[src/rtl/bat_pkg.sv]
package bat_pkg;
  parameter int ADDR_W  = 32;
  parameter int BLK_LSB = 17;
  parameter int MASK_W  = 11;
  parameter int PP_W    = 2;
  parameter int TAG_W   = ADDR_W - BLK_LSB;

  typedef enum logic [PP_W-1:0] {
    PP_NONE = 2'b00,
    PP_RO_A = 2'b01,
    PP_RW   = 2'b10,
    PP_RO_B = 2'b11
  } bat_pp_e;

  typedef struct packed {
    logic [TAG_W-1:0]  ea_base;
    logic [TAG_W-1:0]  pa_base;
    logic [MASK_W-1:0] len_mask;
    logic              sup_ok;
    logic              usr_ok;
    logic [PP_W-1:0]   pp;
  } bat_ent_t;

  parameter int ENT_W = $bits(bat_ent_t);
endpackage

[src/rtl/bat_regs.sv]
module bat_regs
  import bat_pkg::*;
#(
  parameter int NUM_ENT = 4,
  parameter int IDX_W   = 2
) (
  input  logic                     clk_i,
  input  logic                     rst_ni,
  input  logic                     we_i,
  input  logic [IDX_W-1:0]         idx_i,
  input  bat_ent_t                 data_i,
  output bat_ent_t [NUM_ENT-1:0]   ent_o
);
  bat_ent_t [NUM_ENT-1:0] ent_q;

  for (genvar i = 0; i < NUM_ENT; i++) begin : g_ent
    always_ff @(posedge clk_i or negedge rst_ni) begin
      if (!rst_ni)                                  ent_q[i] <= '0;
      else if (we_i && (idx_i == IDX_W'(i)))        ent_q[i] <= data_i;
    end
  end

  assign ent_o = ent_q;
endmodule

[src/rtl/bat_match.sv]
module bat_match
  import bat_pkg::*;
(
  input  bat_ent_t            ent_i,
  input  logic [ADDR_W-1:0]   ea_i,
  input  logic                user_i,
  output logic                match_o,
  output logic [ADDR_W-1:0]   pa_o
);
  logic [TAG_W-1:0] keep;
  logic [TAG_W-1:0] ea_tag;
  logic             allowed;

  // mask bits widen the block: those tag bits skip the compare
  assign keep    = ~{{(TAG_W-MASK_W){1'b0}}, ent_i.len_mask};
  assign ea_tag  = ea_i[ADDR_W-1:BLK_LSB];
  assign allowed = user_i ? ent_i.usr_ok : ent_i.sup_ok;
  assign match_o = allowed && ((ea_tag & keep) == (ent_i.ea_base & keep));
  assign pa_o    = {(ent_i.pa_base & keep) | (ea_tag & ~keep), ea_i[BLK_LSB-1:0]};
endmodule

[src/rtl/bat_array.sv]
module bat_array
  import bat_pkg::*;
#(
  parameter int NUM_ENT = 4,
  parameter int IDX_W   = 2
) (
  input  logic                clk_i,
  input  logic                rst_ni,
  input  logic                we_i,
  input  logic [IDX_W-1:0]    idx_i,
  input  bat_ent_t            data_i,
  input  logic                req_i,
  input  logic [ADDR_W-1:0]   ea_i,
  input  logic                xlate_en_i,
  input  logic                user_i,
  input  logic                store_i,
  output logic                vld_o,
  output logic                hit_o,
  output logic                fault_o,
  output logic [ADDR_W-1:0]   pa_o
);
  bat_ent_t [NUM_ENT-1:0] ents;
  logic [NUM_ENT-1:0]     match;
  logic [ADDR_W-1:0]      pa_c [NUM_ENT];

  logic              sel_hit;
  logic [ADDR_W-1:0] sel_pa;
  logic [PP_W-1:0]   sel_pp;
  logic              fault_c;

  logic              vld_d, hit_d, fault_d;
  logic [ADDR_W-1:0] pa_d;
  logic              vld_q, hit_q, fault_q;
  logic [ADDR_W-1:0] pa_q;

  bat_regs #(.NUM_ENT(NUM_ENT), .IDX_W(IDX_W)) u_regs (
    .clk_i  (clk_i),
    .rst_ni (rst_ni),
    .we_i   (we_i),
    .idx_i  (idx_i),
    .data_i (data_i),
    .ent_o  (ents)
  );

  for (genvar i = 0; i < NUM_ENT; i++) begin : g_cmp
    bat_match u_match (
      .ent_i   (ents[i]),
      .ea_i    (ea_i),
      .user_i  (user_i),
      .match_o (match[i]),
      .pa_o    (pa_c[i])
    );
  end

  // descending scan: lowest index written last wins
  always_comb begin
    sel_hit = 1'b0;
    sel_pa  = '0;
    sel_pp  = PP_NONE;
    for (int i = NUM_ENT - 1; i >= 0; i--) begin
      if (match[i]) begin
        sel_hit = 1'b1;
        sel_pa  = pa_c[i];
        sel_pp  = ents[i].pp;
      end
    end
  end

  assign fault_c = sel_hit &&
                   ((sel_pp == PP_NONE) || (store_i && (sel_pp != PP_RW)));

  always_comb begin
    vld_d   = req_i;
    hit_d   = 1'b0;
    fault_d = 1'b0;
    pa_d    = '0;
    if (req_i) begin
      if (!xlate_en_i) begin
        pa_d = ea_i;
      end else if (fault_c) begin
        hit_d   = 1'b1;
        fault_d = 1'b1;
      end else if (sel_hit) begin
        hit_d = 1'b1;
        pa_d  = sel_pa;
      end
    end
  end

  always_ff @(posedge clk_i or negedge rst_ni) begin
    if (!rst_ni) begin
      vld_q   <= 1'b0;
      hit_q   <= 1'b0;
      fault_q <= 1'b0;
      pa_q    <= '0;
    end else begin
      vld_q   <= vld_d;
      hit_q   <= hit_d;
      fault_q <= fault_d;
      pa_q    <= pa_d;
    end
  end

  assign vld_o   = vld_q;
  assign hit_o   = hit_q;
  assign fault_o = fault_q;
  assign pa_o    = pa_q;
endmodule

[src/rtl/bat_xlate.sv]
module bat_xlate
  import bat_pkg::*;
#(
  parameter int NUM_ENT = 4,
  parameter int IDX_W   = (NUM_ENT > 1) ? $clog2(NUM_ENT) : 1
) (
  input  logic              clk_i,
  input  logic              rst_ni,
  input  logic              cfg_we_i,
  input  logic              cfg_side_i,
  input  logic [IDX_W-1:0]  cfg_idx_i,
  input  logic [ENT_W-1:0]  cfg_data_i,
  input  logic              i_req_i,
  input  logic [ADDR_W-1:0] i_ea_i,
  input  logic              i_xlate_en_i,
  input  logic              i_user_i,
  output logic              i_vld_o,
  output logic              i_hit_o,
  output logic              i_fault_o,
  output logic [ADDR_W-1:0] i_pa_o,
  input  logic              d_req_i,
  input  logic [ADDR_W-1:0] d_ea_i,
  input  logic              d_store_i,
  input  logic              d_xlate_en_i,
  input  logic              d_user_i,
  output logic              d_vld_o,
  output logic              d_hit_o,
  output logic              d_fault_o,
  output logic [ADDR_W-1:0] d_pa_o
);
  localparam int NUM_SIDES = 2;

  logic              req_s   [NUM_SIDES];
  logic [ADDR_W-1:0] ea_s    [NUM_SIDES];
  logic              en_s    [NUM_SIDES];
  logic              user_s  [NUM_SIDES];
  logic              store_s [NUM_SIDES];
  logic              vld_s   [NUM_SIDES];
  logic              hit_s   [NUM_SIDES];
  logic              fault_s [NUM_SIDES];
  logic [ADDR_W-1:0] pa_s    [NUM_SIDES];
  bat_ent_t          wr_ent;

  assign wr_ent = bat_ent_t'(cfg_data_i);

  assign req_s[0]   = i_req_i;
  assign ea_s[0]    = i_ea_i;
  assign en_s[0]    = i_xlate_en_i;
  assign user_s[0]  = i_user_i;
  assign store_s[0] = 1'b0;          // fetches never write
  assign req_s[1]   = d_req_i;
  assign ea_s[1]    = d_ea_i;
  assign en_s[1]    = d_xlate_en_i;
  assign user_s[1]  = d_user_i;
  assign store_s[1] = d_store_i;

  for (genvar s = 0; s < NUM_SIDES; s++) begin : g_side
    bat_array #(.NUM_ENT(NUM_ENT), .IDX_W(IDX_W)) u_arr (
      .clk_i      (clk_i),
      .rst_ni     (rst_ni),
      .we_i       (cfg_we_i && (cfg_side_i == 1'(s))),
      .idx_i      (cfg_idx_i),
      .data_i     (wr_ent),
      .req_i      (req_s[s]),
      .ea_i       (ea_s[s]),
      .xlate_en_i (en_s[s]),
      .user_i     (user_s[s]),
      .store_i    (store_s[s]),
      .vld_o      (vld_s[s]),
      .hit_o      (hit_s[s]),
      .fault_o    (fault_s[s]),
      .pa_o       (pa_s[s])
    );
  end

  assign i_vld_o   = vld_s[0];
  assign i_hit_o   = hit_s[0];
  assign i_fault_o = fault_s[0];
  assign i_pa_o    = pa_s[0];
  assign d_vld_o   = vld_s[1];
  assign d_hit_o   = hit_s[1];
  assign d_fault_o = fault_s[1];
  assign d_pa_o    = pa_s[1];
endmodule

[config.mk]
export PLATFORM = sky130hd
export DESIGN_NAME = bat_xlate
export DESIGN_NICKNAME = d
export VERILOG_FILES = /design/src/rtl/bat_pkg.sv /design/src/rtl/bat_regs.sv /design/src/rtl/bat_match.sv /design/src/rtl/bat_array.sv /design/src/rtl/bat_xlate.sv
export SDC_FILE = /design/constraint.sdc
export NUM_CORES = 1
export LEC_CHECK = 0
export CORE_AREA = 5 5 175 219
export CTS_CLUSTER_SIZE = 20
export DETAILED_ROUTE_END_ITERATION = 16
export DIE_AREA = 0 0 180 224
export PLACE_DENSITY = 0.77
export SETUP_SLACK_MARGIN = 0.05
export SYNTH_ARGS = -nofsm -noshare
export SYNTH_HDL_FRONTEND = slang
export SYNTH_SLANG_ARGS = --single-unit
[constraint.sdc]
create_clock -name clk_i -period 3 [get_ports clk_i]
set_input_delay 0.6 -clock clk_i [delete_from_list [all_inputs] [get_ports clk_i]]
set_output_delay 0.6 -clock clk_i [all_outputs]
set_load 0.01 [all_outputs]
Word-level counts from Yosys, hierarchy flattened. Index checks and enable logic that the tools add are counted.

Bits in registers: 430. Output and inout port bits: 70. Bits of input ports: 122. Word-level logic and storage cells: 204.

Reduce and logical (&&, ||, !) cells: 25. Bitwise gates (word level): 57. Mux-type cells: 54. Eq/ne operators: 12.

Operators with widths (count): $mux W32 (16); $and A15 B15 Y15 (32); $eq A15 B15 Y1 (8); $not A11 Y15 (8); $not A15 Y15 (8); $or A15 B15 Y15 (8); $mux W1 (30); $logic_and A1 B1 Y1 (21); $mux W2 (8); $logic_not A2 Y1 (3); $eq A2 B2 Y1 const B (2); $eq A2 B1 Y1 const B (1); $ne A2 B2 Y1 const B (1); $logic_or A1 B1 Y1 (1); $not A1 Y1 (1).

Logic depth before layout (Yosys ltp).
Depth in word-level cells: 15. Depth in mapped cells: 12.

By module. From an unflattened synthesis, not the netlist that was laid out.

Cell total of the unflattened synthesis: 1647. Area, all modules: 22581.7 um^2.

Modules (own cells, without submodules): bat_regs (cells each 383, area each 7250.7 um^2, instances 2, sequential area each 4504.3 um^2); bat_array (cells each 207, area each 2078.2 um^2, instances 2, sequential area each 875.8 um^2); bat_match (cells each 58, area each 488.0 um^2, instances 8, sequential area each 0.0 um^2); bat_xlate (cells each 3, area each 20.0 um^2, instances 1, sequential area each 0.0 um^2).

Worst setup path before layout. No wires, ideal clock.

Kind: input to register. Start point: input d_ea_i[22]. End point: register g_side[1].u_arr.pa_q[19]. Cell stages on the path: 12. Slack: 0.068 ns. Data arrival time: 2.865 ns. Required time: 2.933 ns. Path through: buf_2 > xnor2_1 > o22ai_1 > or4_1 > or2_1 > buf_6 > o221a_1 > o31a_1 > o21ai_2 > buf_6 > buf_8 > o311a_1.

Word-level cells in the longest chain between the ends: 14.

Ends and longest elaborated chain: start: declaration (RTL line bat_xlate.sv:22) `input logic [ADDR_W-1:0] d_ea_i,`; $and A15 B15 Y15 (RTL line bat_match.sv:18) `assign match_o = allowed && ((ea_tag & keep) == (ent_i.ea_base & keep));`; $eq A15 B15 Y1 (RTL line bat_match.sv:18); $logic_and A1 B1 Y1 (RTL line bat_match.sv:18); $mux W2 (4 in a row) (RTL line bat_array.sv:61) `if (match[i]) begin`; $ne A2 B2 Y1 (RTL line bat_array.sv:70) `((sel_pp == PP_NONE) || (store_i && (sel_pp != PP_RW)));`; $logic_and A1 B1 Y1 (RTL line bat_array.sv:70); $logic_or A1 B1 Y1 (RTL line bat_array.sv:70); $logic_and A1 B1 Y1 (RTL line bat_array.sv:69) `assign fault_c = sel_hit &&`; $mux W32 (*) (RTL line bat_array.sv:80) `end else if (fault_c) begin`; $mux W32 (*) (RTL line bat_array.sv:78) `if (!xlate_en_i) begin`; $mux W32 (*) (RTL line bat_array.sv:77) `if (req_i) begin`; via g_side[1].u_arr.pa_d[19] (RTL line bat_array.sv:32) `logic [ADDR_W-1:0] pa_d;`; end signal: assignment (RTL line bat_array.sv:100) `pa_q <= pa_d;`; end: declaration (RTL line bat_array.sv:34) `logic [ADDR_W-1:0] pa_q;`.

The timed path passes the listed nets; every way through them passes the cells marked *. A chain may end at the register's enable or synchronous reset.

Worst setup path in the final report.
Start point: register g_side[1].u_arr.u_regs.ent_q (netlist bit g_side[1].u_arr.u_regs.ent_o[123]). End point: register g_side[1].u_arr.pa_q[8].

Word-level cells in the longest chain between the ends: 13.

Ends and longest elaborated chain: start: declaration (RTL line bat_regs.sv:14) `bat_ent_t [NUM_ENT-1:0] ent_q;`; start signal: indexed assignment (RTL line bat_regs.sv:19) `else if (we_i && (idx_i == IDX_W'(i))) ent_q[i] <= data_i;`; $and A15 B15 Y15 (*) (RTL line bat_match.sv:18); $eq A15 B15 Y1 (*) (RTL line bat_match.sv:18); $logic_and A1 B1 Y1 (*) (RTL line bat_match.sv:18); $mux W2 (3 in a row) (RTL line bat_array.sv:61); $ne A2 B2 Y1 (RTL line bat_array.sv:70); $logic_and A1 B1 Y1 (RTL line bat_array.sv:70); $logic_or A1 B1 Y1 (RTL line bat_array.sv:70); $logic_and A1 B1 Y1 (RTL line bat_array.sv:69); $mux W32 (*) (RTL line bat_array.sv:80); $mux W32 (*) (RTL line bat_array.sv:78); $mux W32 (*) (RTL line bat_array.sv:77); via g_side[1].u_arr.pa_d[8] (RTL line bat_array.sv:32).

Marked as above.

==> flow_summary.ini <==
[cts]
clockRootBuffer = clkbuf_16
clkTransAtPathRegs_ps = 60
htree_levels = 2
cts_buffers = 42
worstSkewPairLatency_ps = 550
cts_tree = yes
clockBufferDepth = 3
cts_sinks = 430

[logic_synthesis]
synth.most_common_cell = dfrtp_1
avgSynthCellArea_sq_um = 13.1
ys_top_cells_by_count = dfrtp_1, mux2_2, xnor2_1
yosysSeqAreaShare = 0.551
syn_inst = 1487
ys_seq_elements = 430
synthTopCellsByArea = dfrtp_1, mux2_2, xnor2_1, mux2i_1, o22ai_1
synth_ff_type = dfrtp_1
synth_edf_count = 0
synth-compound-area-share = 0.0749
synth_fa_ha_area_frac = 0
netlist_area_sq_um = 19500
postSynth.asyncResetShare = 1.00
synth_nets = 1609
synthSimpleGateAreaFrac = 0.0499
synth_xor_xnor_area_share = 0.0546
yosys.area.top_type = dfrtp_1
synth_top_family_by_area = multiplexers
yosysTopAreaCellShare = 0.551
synth_cell_types = 56
synthMuxAreaShare = 0.242
ys_warn_count = 0

[cells_and_area]
utilization = 0.688
drive_above_1_share = 0.351
multiInputGateArea_sq_um = 8540
area_growth_pct = 26.9
num-fill-cells = 2542
diodes = 0
final-seq-area_sq_um = 10800
fin_nets = 1888

[setup_path]
required_ps = 3440
crit_arrival_ps = 3360
cpLargestDelayFamily = simple AND/OR/NAND/NOR gates
worstSetupEndpointType = register
max_stage_delay_ps = 570
cp-start-kind = register
worstSetupPathType = register to register
crit_fanout = 5
path_buf_inv = 1
cp_cell_sequence = xnor2_2 -> o22ai_2 -> or4_4 -> or2_4 -> o221a_4 -> o41ai_4 -> o21ai_4 -> buf_6 -> and3_4
critPathSlowestCell = or4_4

[power_and_ir_drop]
seqPwrFrac = 0.458
p_int_uw = 12400
clock_power_share = 0.346
p_per_area_nw_per_um2 = 682
swShare = 0.268
p_switching_uw = 4520
combPwrFrac = 0.195
leakage_uw = 0.0109
irDropWorstVdd_uv = 376

[timing]
fin_ws_ps = 79.1
period_share = 0.974
rsz0062_at_grt = true
slew_headroom = 0.541
worst_pin_slew_ps = 686
finClkSkew_ps = 10.9
hold_violations = 0
fmax_ghz = 0.342
maxSlewViolCount = 0
setup_violations = 0
layout_min_cycle_time_ps = 2920

[floorplan]
fp.coreArea_sq_um = 36000
dieArea_sq_um = 40300
rows = 78
die_x_microns = 180
pin_count = 192
die_h_microns = 224
initial_core_util = 0.542

[global_route]
grt_pass1_wl_mm = 86.1
grt_max_degree = 91
grt_pass1_vias = 14500
grt_usage = 0.272
antenna_found_initial = 0
grt_overflow = 0

[placement]
io_buffers = 191
gp_congestion = 0.964
pre_cts_slack_ps = -679
dpl.hpwl_mm = 38.3

[drt]
routedWlPerCell_microns = 24.3
drc = 0
drt_wl_total_mm = 55.5
dr.pass1.iters = 5
ant_nets = 0
vias = 13600
via_per_inst = 5.95
drtIter0Drc = 1172

[status]
status = completed

[hold_path]
min_path_type = input port to register

[run]
cap_violations = 0
-- metrics by stage --
stage	hold WS, ps	TNS [ps]	cell area, sq um	total power [uW]	cells
2_1_floorplan	304	0	19500	9540	1487
3_3_place_gp	480	-33460	22800	10800	2197
3_5_place_dp	489	-35550	22800	11000	2197
4_1_cts	505	0	24400	16800	2276
5_1_grt	475	0	24800	17500	2280
6_report	467	0	24800	16900	2280
-- cell type report --
type / instances / share of cell area
Tap cell: 480 / 0.0242
Clock buffer: 65 / 0.0525
Clock inverter: 13 / 0.00985
Timing Repair Buffer: 336 / 0.131
Inverter: 24 / 0.00364
Multi-Input combinational cell: 932 / 0.345
Sequential cell: 430 / 0.434
-- final timing paths --
kind                                              startpoint                               end  slack (ps)  depth (start not counted)
max reg2reg                g_side[1].u_arr.u_regs.ent_o[123]           g_side[1].u_arr.pa_o[8]          80                          9
min reg2reg                 g_side[1].u_arr.u_regs.ent_o[63]  g_side[1].u_arr.u_regs.ent_o[63]         500                          1
max in group asynchronous                             rst_ni  g_side[0].u_arr.u_regs.ent_o[39]        1480                          3
min                                               d_ea_i[28]          g_side[1].u_arr.pa_o[28]         470                          3
min in group asynchronous                             rst_ni          g_side[1].u_arr.pa_o[24]         570                          2
max                        g_side[1].u_arr.u_regs.ent_o[123]           g_side[1].u_arr.pa_o[8]          80                          9
-- metal layers --
metal  track usage  wire (microns)  up-vias  share of wire
met5             0               0        -              0
met4         0.140            3160        0          0.057
met3        0.0429            3080      153          0.056
met2         0.455           27200      548           0.49
met1         0.346           22000     6923           0.40
li1              -               -     5939              -
-- layout by cell type, fill, tap and decap left out, types with 6 or more instances in the layout --
cell type	netlist	final
dfrtp_1	430	430
a32oi_1	11	11
buf_6	6	6
bufinv_16	0	7
buf_12	0	14
o211a_1	12	12
clkbuf_16	0	45
nor2_1	20	20
xnor2_2	2	11
a21boi_0	11	11
o311a_1	11	11
o22ai_1	49	45
clkdlybuf4s50_1	0	176
clkbuf_8	0	10
xnor2_1	95	86
and3_4	0	17
a21oi_1	26	26
and3_1	35	18
o21ai_0	31	31
nor4_1	11	8
xor2_1	23	23
nand3_1	10	10
dlymetal6s2s_1	0	12
mux2i_1	63	63
inv_1	24	24
o221ai_1	22	22
nor3_1	12	9
clkbuf_1	79	10
nor3b_1	14	12
buf_4	0	123
mux2_2	362	362
nand2_1	52	52
-- worst register-to-register path: cells and delay by family, from the launching register on --
| kind | cells | cell delay, ps |
|---|---|---|
| simple gates | 3 | 1030 |
| compound gates | 4 | 980 |
| xor+xnor | 1 | 200 |
| buf+inv | 1 | 200 |
| flops | 1 | 410 |
-- state kept, by name, indices dropped and copies added, names as in the netlist --
register                   flops
g_side.u_arr.fault_o           2
g_side.u_arr.hit_o             2
g_side.u_arr.pa_o             64
g_side.u_arr.u_regs.ent_o    360
g_side.u_arr.vld_o             2
-- power groups by stage --
stage / Clock, uW / Sequential [uW] / Combinational (uW)
4_1_cts: 5910 / 7720 / 3200
3_5_place_dp: 0 / 7810 / 3160
6_report: 5850 / 7740 / 3300
2_1_floorplan: 0 / 7550 / 1990
3_3_place_gp: 0 / 7740 / 3070
5_1_grt: 6140 / 7860 / 3540
-- kinds of logic (layout without fill, tap and decap cells) --
kind of cell,after synthesis,count (layout)
compound gates,204,204
xor+xnor,120,120
buf+inv,125,438
flops,430,430
mux,426,426
simple gates,182,182
-- what timing repair did --
action                                  4_1_cts  5_1_grt
buffers inserted                              0        3
resized for setup                             8       62
endpoints found under the setup margin       32       66
pin swaps                                     2       28
cloned                                        0        1
hold endpoints to repair                     20        0
hold buffers                                  1        0
Power figures use the tool's default switching activity.
